--- config.mk ---
export PLATFORM = sky130hd
export DESIGN_NAME = lcd_serial_writer
export DESIGN_NICKNAME = d
export VERILOG_FILES = /design/src/rtl/lcd_wr_pkg.sv /design/src/rtl/lcd_wr_phase_timer.sv /design/src/rtl/lcd_wr_shifter.sv /design/src/rtl/lcd_wr_pinmap.sv /design/src/rtl/lcd_serial_writer.sv
export SDC_FILE = /design/constraint.sdc
export NUM_CORES = 1
export LEC_CHECK = 0
export CAP_MARGIN = 20
export CELL_PAD_IN_SITES_DETAIL_PLACEMENT = 0
export CELL_PAD_IN_SITES_GLOBAL_PLACEMENT = 2
export CORE_ASPECT_RATIO = 1.75
export CORE_MARGIN = 2
export CORE_UTILIZATION = 35
export CTS_CLUSTER_SIZE = 12
export DETAILED_ROUTE_END_ITERATION = 10
export MAX_ROUTING_LAYER = met4
export PLACE_DENSITY = 0.92
export SETUP_SLACK_MARGIN = 0.15
export SYNTH_ARGS = -nofsm -noshare
export SYNTH_HDL_FRONTEND = slang
export SYNTH_SLANG_ARGS = --single-unit
--- constraint.sdc ---
create_clock -name clk -period 3 [get_ports clk]
set_clock_uncertainty 0.2 [all_clocks]
set_input_delay 0.6 -clock clk [delete_from_list [all_inputs] [get_ports clk]]
set_output_delay 0.6 -clock clk [all_outputs]
set_load 0.01 [all_outputs]
--- src/rtl/lcd_wr_pkg.sv ---
// Shared types for the serial LCD byte writer.
// Assumes two board routings only; the select input is static between frames.
package lcd_wr_pkg;

    typedef enum logic [2:0] {
        ST_IDLE,
        ST_SETUP,
        ST_LOW,
        ST_HIGH,
        ST_RELEASE
    } wr_state_e;

    // Place the four link wires on the port bits for the chosen board routing.
    function automatic logic [3:0] route_pins(input logic sel, input logic cs_n,
                                              input logic dc, input logic sck,
                                              input logic sda);
        if (sel) route_pins = {cs_n, dc, sck, sda};
        else     route_pins = {sda, sck, cs_n, dc};
    endfunction

endpackage

--- src/rtl/lcd_wr_phase_timer.sv ---
// Phase timer: counts system clocks within one link phase.
// tick_o is high in the last cycle of a phase; restart_i zeroes the count.
// Assumes PHASE_CYCLES >= 1.
module lcd_wr_phase_timer #(
    parameter int PHASE_CYCLES = 4
) (
    input  logic clk,
    input  logic rst_n,
    input  logic restart_i,
    output logic tick_o
);
    localparam int CW = (PHASE_CYCLES > 1) ? $clog2(PHASE_CYCLES) : 1;
    localparam logic [CW-1:0] LAST = CW'(PHASE_CYCLES - 1);

    logic [CW-1:0] cnt_q;

    // Count cycles since the last restart.
    always_ff @(posedge clk) begin
        if (!rst_n || restart_i) cnt_q <= '0;
        else                     cnt_q <= cnt_q + 1'b1;
    end

    assign tick_o = (cnt_q == LAST);

endmodule

--- src/rtl/lcd_wr_shifter.sv ---
// Byte shifter: holds the byte, presents its current MSB, and counts shifts.
// all_sent_o is high once BYTE_BITS bits have been shifted past the MSB.
module lcd_wr_shifter #(
    parameter int BYTE_BITS = 8
) (
    input  logic                 clk,
    input  logic                 rst_n,
    input  logic                 load_i,
    input  logic [BYTE_BITS-1:0] byte_i,
    input  logic                 shift_i,
    output logic                 msb_o,
    output logic                 all_sent_o
);
    localparam int NW = $clog2(BYTE_BITS + 1);
    localparam logic [NW-1:0] FULL = NW'(BYTE_BITS);

    logic [BYTE_BITS-1:0] sr_q;
    logic [NW-1:0]        sent_q;

    // Load a new byte or move the next bit into the MSB position.
    always_ff @(posedge clk) begin
        if (!rst_n) begin
            sr_q   <= '0;
            sent_q <= '0;
        end else if (load_i) begin
            sr_q   <= byte_i;
            sent_q <= '0;
        end else if (shift_i) begin
            sr_q   <= {sr_q[BYTE_BITS-2:0], 1'b0};
            sent_q <= sent_q + 1'b1;
        end
    end

    assign msb_o      = sr_q[BYTE_BITS-1];
    assign all_sent_o = (sent_q == FULL);

endmodule

--- src/rtl/lcd_wr_pinmap.sv ---
// Pin router: places chip select, data/command, clock and data on the
// 4-bit port in the order of the selected board routing. Purely combinational.
module lcd_wr_pinmap
    import lcd_wr_pkg::*;
(
    input  logic       sel_i,
    input  logic       cs_n_i,
    input  logic       dc_i,
    input  logic       sck_i,
    input  logic       sda_i,
    output logic [3:0] port_o
);
    // Route the registered link wires to the port.
    always_comb port_o = route_pins(sel_i, cs_n_i, dc_i, sck_i, sda_i);

endmodule

--- src/rtl/lcd_serial_writer.sv ---
// Serial LCD byte writer top. Sequences setup, eight low/high bit phases and
// release, each lasting PHASE_CYCLES clocks, and drives registered link wires.
// Assumes wiring_sel_i is static while a frame is in progress.
module lcd_serial_writer
    import lcd_wr_pkg::*;
#(
    parameter int PHASE_CYCLES = 4,
    parameter int BYTE_BITS    = 8
) (
    input  logic                 clk,
    input  logic                 rst_n,
    input  logic                 start_i,
    input  logic [BYTE_BITS-1:0] byte_i,
    input  logic                 is_data_i,
    input  logic                 wiring_sel_i,
    output logic                 busy_o,
    output logic                 done_o,
    output logic [3:0]           lcd_port_o
);
    wr_state_e state_q;
    logic cs_n_q, sck_q, sda_q, dc_q, done_q;
    logic tick, restart, load, shift, msb, all_sent;

    assign load    = (state_q == ST_IDLE) && start_i;
    assign restart = (state_q == ST_IDLE) || tick;
    assign shift   = (state_q == ST_LOW) && tick;

    lcd_wr_phase_timer #(.PHASE_CYCLES(PHASE_CYCLES)) i_timer (
        .clk(clk), .rst_n(rst_n), .restart_i(restart), .tick_o(tick)
    );

    lcd_wr_shifter #(.BYTE_BITS(BYTE_BITS)) i_shifter (
        .clk(clk), .rst_n(rst_n), .load_i(load), .byte_i(byte_i),
        .shift_i(shift), .msb_o(msb), .all_sent_o(all_sent)
    );

    // Frame sequencer and registered link wires.
    always_ff @(posedge clk) begin
        if (!rst_n) begin
            state_q <= ST_IDLE;
            cs_n_q  <= 1'b1;
            sck_q   <= 1'b1;
            sda_q   <= 1'b0;
            dc_q    <= 1'b0;
            done_q  <= 1'b0;
        end else begin
            done_q <= 1'b0;
            case (state_q)
                ST_IDLE: begin
                    if (start_i) begin
                        state_q <= ST_SETUP;
                        cs_n_q  <= 1'b0;
                        dc_q    <= is_data_i;
                    end
                end
                ST_SETUP: begin
                    if (tick) begin
                        state_q <= ST_LOW;
                        sck_q   <= 1'b0;
                        sda_q   <= msb;
                    end
                end
                ST_LOW: begin
                    if (tick) begin
                        state_q <= ST_HIGH;
                        sck_q   <= 1'b1;
                    end
                end
                ST_HIGH: begin
                    if (tick) begin
                        if (all_sent) begin
                            state_q <= ST_RELEASE;
                            cs_n_q  <= 1'b1;
                        end else begin
                            state_q <= ST_LOW;
                            sck_q   <= 1'b0;
                            sda_q   <= msb;
                        end
                    end
                end
                ST_RELEASE: begin
                    if (tick) begin
                        state_q <= ST_IDLE;
                        done_q  <= 1'b1;
                    end
                end
                default: state_q <= ST_IDLE;
            endcase
        end
    end

    assign busy_o = (state_q != ST_IDLE);
    assign done_o = done_q;

    lcd_wr_pinmap i_pinmap (
        .sel_i(wiring_sel_i), .cs_n_i(cs_n_q), .dc_i(dc_q),
        .sck_i(sck_q), .sda_i(sda_q), .port_o(lcd_port_o)
    );

endmodule

Yosys cells after proc, flatten, opt, wreduce, memory -nomap -nowiden

Index checks and enable logic that the tools add are counted.

Bits in registers: 22
Input bits: 13
Output and inout bits: 6
Logic and storage cells: 67

$add $sub $neg: 2
Equality and inequality tests: 13
Mux-type cells: 24
Bitwise gates (word level): 1
Reductions and logical operators: 18

Operator list:

| kind                                                                  | count |
|---|---|
| 3-bit two-way mux                                                     | 6 |
| 8-bit two-way mux                                                     | 2 |
| 3-bit case mux with 5 select lines                                    | 1 |
| 2-bit inequality test, second input constant                          | 7 |
| 1-bit two-way mux                                                     | 11 |
| 5-bit AND reduction                                                   | 2 |
| 4-bit AND reduction                                                   | 2 |
| 3-bit by 2-bit equality test with 1-bit output, second input constant | 2 |
| 2-bit nonzero test                                                    | 3 |
| 3-bit nonzero test                                                    | 2 |
| 4-bit by 1-bit adder with 4-bit output, second input constant         | 1 |
| 4-bit equality test, second input constant                            | 1 |
| 4-bit two-way mux                                                     | 1 |
| 1-bit case mux with 2 select lines                                    | 2 |
| 2-bit AND reduction                                                   | 2 |
| 3-bit by 1-bit equality test with 1-bit output, second input constant | 1 |
| 3-bit equality test, second input constant                            | 1 |
| 3-bit logical NOT                                                     | 1 |
| 1-bit case mux with 3 select lines                                    | 1 |
| 2-bit by 1-bit adder with 2-bit output, second input constant         | 1 |
| 2-bit equality test, second input constant                            | 1 |
| 1-bit logical AND                                                     | 2 |
| 1-bit logical OR                                                      | 2 |
| 2-bit OR reduction                                                    | 1 |
| other kinds (2)                                                       | 2 |

Longest topological paths before layout

Depth after elaboration: 4
Depth in mapped cells: 5
Mapped depth without buffers: 5

Hierarchy

A second synthesis with hierarchy kept.

Cell total of the unflattened synthesis: 108
Area, all modules: 1099.8 µm²

Modules (own cells, without submodules):

| module             | times used | cells an instance | area an instance (µm²) | seq. area each (µm²) |
|---|---|---|---|---|
| lcd_wr_shifter     | 1          | 57                | 600.6                  | 240.2 |
| lcd_serial_writer  | 1          | 42                | 380.4                  | 160.2 |
| lcd_wr_phase_timer | 1          | 5                 | 73.8                   | 40.0 |
| lcd_wr_pinmap      | 1          | 4                 | 45.0                   | 0.0 |

Least setup slack after synthesis

Ideal clock, no wire load.

Kind: in2out
Start point: in wiring_sel_i
End point: out lcd_port_o[0]
Arrival: 0.935 ns
Required time: 2.200 ns
Slack: 1.265 ns
Stages: 1
Buffers on the path: 0
Path through: mux2_2

Cells in the longest elaborated chain, start to end: 1

Ends and longest elaborated chain:

| element           | line                    | source |
|---|---|---|
| from (decl)       | lcd_serial_writer.sv:15 | `input logic wiring_sel_i,` |
| 4-bit two-way mux | lcd_wr_pkg.sv:17        | `if (sel) route_pins = {cs_n, dc, sck, sda};` |
| to (decl)         | lcd_serial_writer.sv:18 | `output logic [3:0] lcd_port_o` |

No other way between the ends.

Worst setup path after layout

Start point: in wiring_sel_i
End point: out lcd_port_o[3]

Same word-level chain as after synthesis.

==> key figures <==
Detailed routing
  – Via Count: 908
  – Vias per cell: 5.04
  – Detailed Routing Iterations Pass 1: 4
  – DRC violations left: 0
  – Initial detailed-routing violation count: 8
  – Detail Route Antenna Nets: 0
  – Final wirelength: 2330 µm
  – DR WL/cell: 12.9 µm

Power
  – Pwr/cell area: 416 nW/µm²
  – Leak: 0.506 nW
  – Peak supply drop: 222 µV

Min path
  – Hold WC Path Type: reg -> reg

CTS
  – Hold_buf cts: 0
  – CTS tree: yes
  – Later-pin clock latency in the skew report: 0.26 ns
  – CTS resizes: 0
  – Clk slew on worst S/H paths: 0.08 ns
  – H-tree levels: 1
  – Max clock buf depth: 2
  – Root Buffer: clkbuf_8
  – Postcts setup bufs: 0
  – Sink Count: 22
  – Cts bufs inserted: 3

Placed design
  – Post-DP Area: 1390 µm²
  – Number of I/O port buffers: 18
  – GPL Wtd Cong: 0.758
  – Final HPWL from detailed placement: 1720 µm

Layout
  – Multi-input logic area: 672 µm²
  – Post-layout instance area: 1450 µm²
  – Fillcell total: 329
  – Register area: 440 µm²
  – N_diodes: 0
  – Final net count: 152
  – Area Overhead vs Synth: 21.1%
  – Share of cells above drive strength 1: 0.230

Synthesis
  – Yosys reg bits: 22
  – Asr flop ratio synth: 0
  – Synth warn: 0
  – Number of synthesized flops with an enable pin: 0
  – Area contributors post-synth: dfxtp_1, a21boi_2, nand3_2
  – Post-synth top flop: dfxtp_1
  – Synth Area per Inst: 10.0 µm²
  – Net count after synthesis: 135
  – Post-synth cell types: 37
  – Biggest area consumer among synthesized cells: dfxtp_1
  – Cells after synthesis: 119
  – Syn Std Cell Area: 1190 µm²
  – Register area share after synthesis: 0.369
  – Post-synth top area share: 0.369

STA
  – Final min period: 2.79 ns
  – Worst-Margin Slew: 0.552 ns
  – # setup viols final: 0
  – Max-slew headroom at the worst pin: 0.631
  – RSZ-0062 raised after global routing: false
  – Peak Freq: 0.359 GHz
  – Crit share post-route: 0.929
  – Setup TNS: 0 ns
  – Final Max Tran Viols: 0
  – Final Hold Vio Count: 0

Critical path
  – Crit Path Max Fanout: 5
  – Startpoint Class: input pin
  – WP buf/inv: 2
  – Critical-path cell list: clkdlybuf4s50_1 > mux2_2 > clkdlybuf4s50_1
  – Worst Setup End Kind: output port
  – Cell mode on critical path: clkdlybuf4s50_1
  – Worst Path Arrival: 1.99 ns
  – Worst Path Required: 2.20 ns
  – Critical path's top delay family: buffers and inverters
  – CP Class: in -> out
  – Crit-path max cell delay: 0.55 ns
  – Critical Path Slowest Stage Cell: clkdlybuf4s50_1

Floorplan
  – FP Rows: 28
  – Die Y-Extent: 81.3 µm
  – Placeable Area: 3330 µm²
  – Die area: 3910 µm²
  – Die span in x: 48.1 µm
  – Number of top-level pins: 19
  – Initial Utilization: 0.359

GRT
  – First-pass GRT wire length: 3860 µm
  – Largest net degree at the start of global routing: 15
  – Vias in the first global route: 861
  – Remaining global-route overflow: 0
  – Total GRT Usage: 0.137
  – Antenna violations before repair: 0

Outcome
  – Status: finished, final reports clean

Job
  – Maxcap violations: 0
==> sequential cells by signal, summed over array words and instances, names as in the netlist <==
| register | count |
|---|---|
| sda_q | 1 |
| i_timer.cnt_q | 2 |
| state_q | 3 |
| done_o | 1 |
| dc_q | 1 |
| cs_n_q | 1 |
| i_shifter.sent_q | 4 |
| sck_q | 1 |
| i_shifter.sr_q | 8 |
==> cells in the mapped netlist, types with 2 or more instances <==
master	instances
mux2i_1	2
or3_1	4
dfxtp_1	22
ha_1	3
nor2_1	2
a21boi_1	2
nand2_1	10
nor4bb_1	2
a21oi_2	2
a22oi_1	7
o21ai_0	5
buf_6	3
and2b_1	2
nand3_1	3
a21boi_2	8
nand3_2	8
a21oi_1	4
inv_1	5
and4b_1	2
mux2_2	3
buf_2	4
==> cell usage in the layout, fill, tap and decap left out, types with 2 or more instances in the layout <==
master	count
buf_4	3
nand2_1	10
nor2_1	2
mux2_2	3
dfxtp_1	22
o21ai_0	5
clkdlybuf4s50_1	18
mux2i_1	2
a21boi_2	8
a22oi_1	7
inv_1	5
or3_1	4
and2b_1	2
nand3_2	8
and4b_1	2
a21boi_1	2
clkbuf_8	4
nand3_1	3
ha_1	3
nor4bb_1	2
a21oi_2	2
a21oi_1	4
==> worst register-to-register path, cell delays in order (launching register included) <==
cell,delay (ns)
dfxtp_1,0.34
ha_1,0.38
nand4bb_1,0.17
buf_4,0.23
or3_1,0.35
a21oi_1,0.14
==> report_power, final <==
part / switching [mW] / total (mW) / leakage (nW) / internal [mW]
registers: 0.0107 / 0.313 / 0.179 / 0.302
clock network: 0.0950 / 0.212 / 0.0288 / 0.117
logic: 0.0320 / 0.0770 / 0.298 / 0.0450
total: 0.138 / 0.602 / 0.506 / 0.464
==> stage by stage <==
step / utilization / worst slack (ns) / hold WS [ns] / power, mW / cells
floorplan: - / 1.26 / 0.205 / 0.365 / 119
global placement: 0.418 / 0.232 / 0.213 / 0.395 / 176
detailed placement: 0.418 / 0.215 / 0.225 / 0.398 / 176
CTS: 0.434 / 0.211 / 0.237 / 0.606 / 180
global route: 0.434 / 0.166 / 0.254 / 0.630 / 180
finish: 0.434 / 0.214 / 0.232 / 0.602 / 180
==> final cells by class <==
class,instances,area share
Inverter,5,0.0130
Clock buffer,4,0.0381
Tap cell,45,0.0390
Sequential cell,22,0.305
Timing Repair Buffer,21,0.140
Multi-Input combinational cell,83,0.465
==> path summary, 6_finish.rpt <==
path / from / depth (start not counted) / end / slack, ns
hold / removal: i_timer.cnt_q[0] / 1 / i_timer.cnt_q[0] / 0.23
setup reg to reg: i_timer.cnt_q[0] / 5 / i_shifter.sent_q[3] / 1.14
setup / recovery: wiring_sel_i / 3 / lcd_port_o[3] / 0.21
hold reg to reg: i_timer.cnt_q[0] / 1 / i_timer.cnt_q[0] / 0.23
==> per-layer routing <==
layer | vias to the layer above | part of all wire | routed length (µm) | GRT usage
li1 | 465 | - | - | -
met1 | 427 | 0.42 | 977 | 0.165
met2 | 12 | 0.54 | 1250 | 0.213
met3 | 4 | 0.021 | 50 | 0.0200
met4 | 0 | 0.019 | 44 | 0.0649
met5 | - | 0 | 0 | -
==> cell families (layout without fill, tap and decap cells) <==
family,Yosys count,after routing,synth area share
fa+ha+maj,3,3,0.0314
flops,22,22,0.369
buf+inv,14,30,0.0681
mux,6,6,0.0545
simple gates,44,44,0.278
compound gates,30,30,0.199
Note: power is estimated with default switching activity, not from simulation.
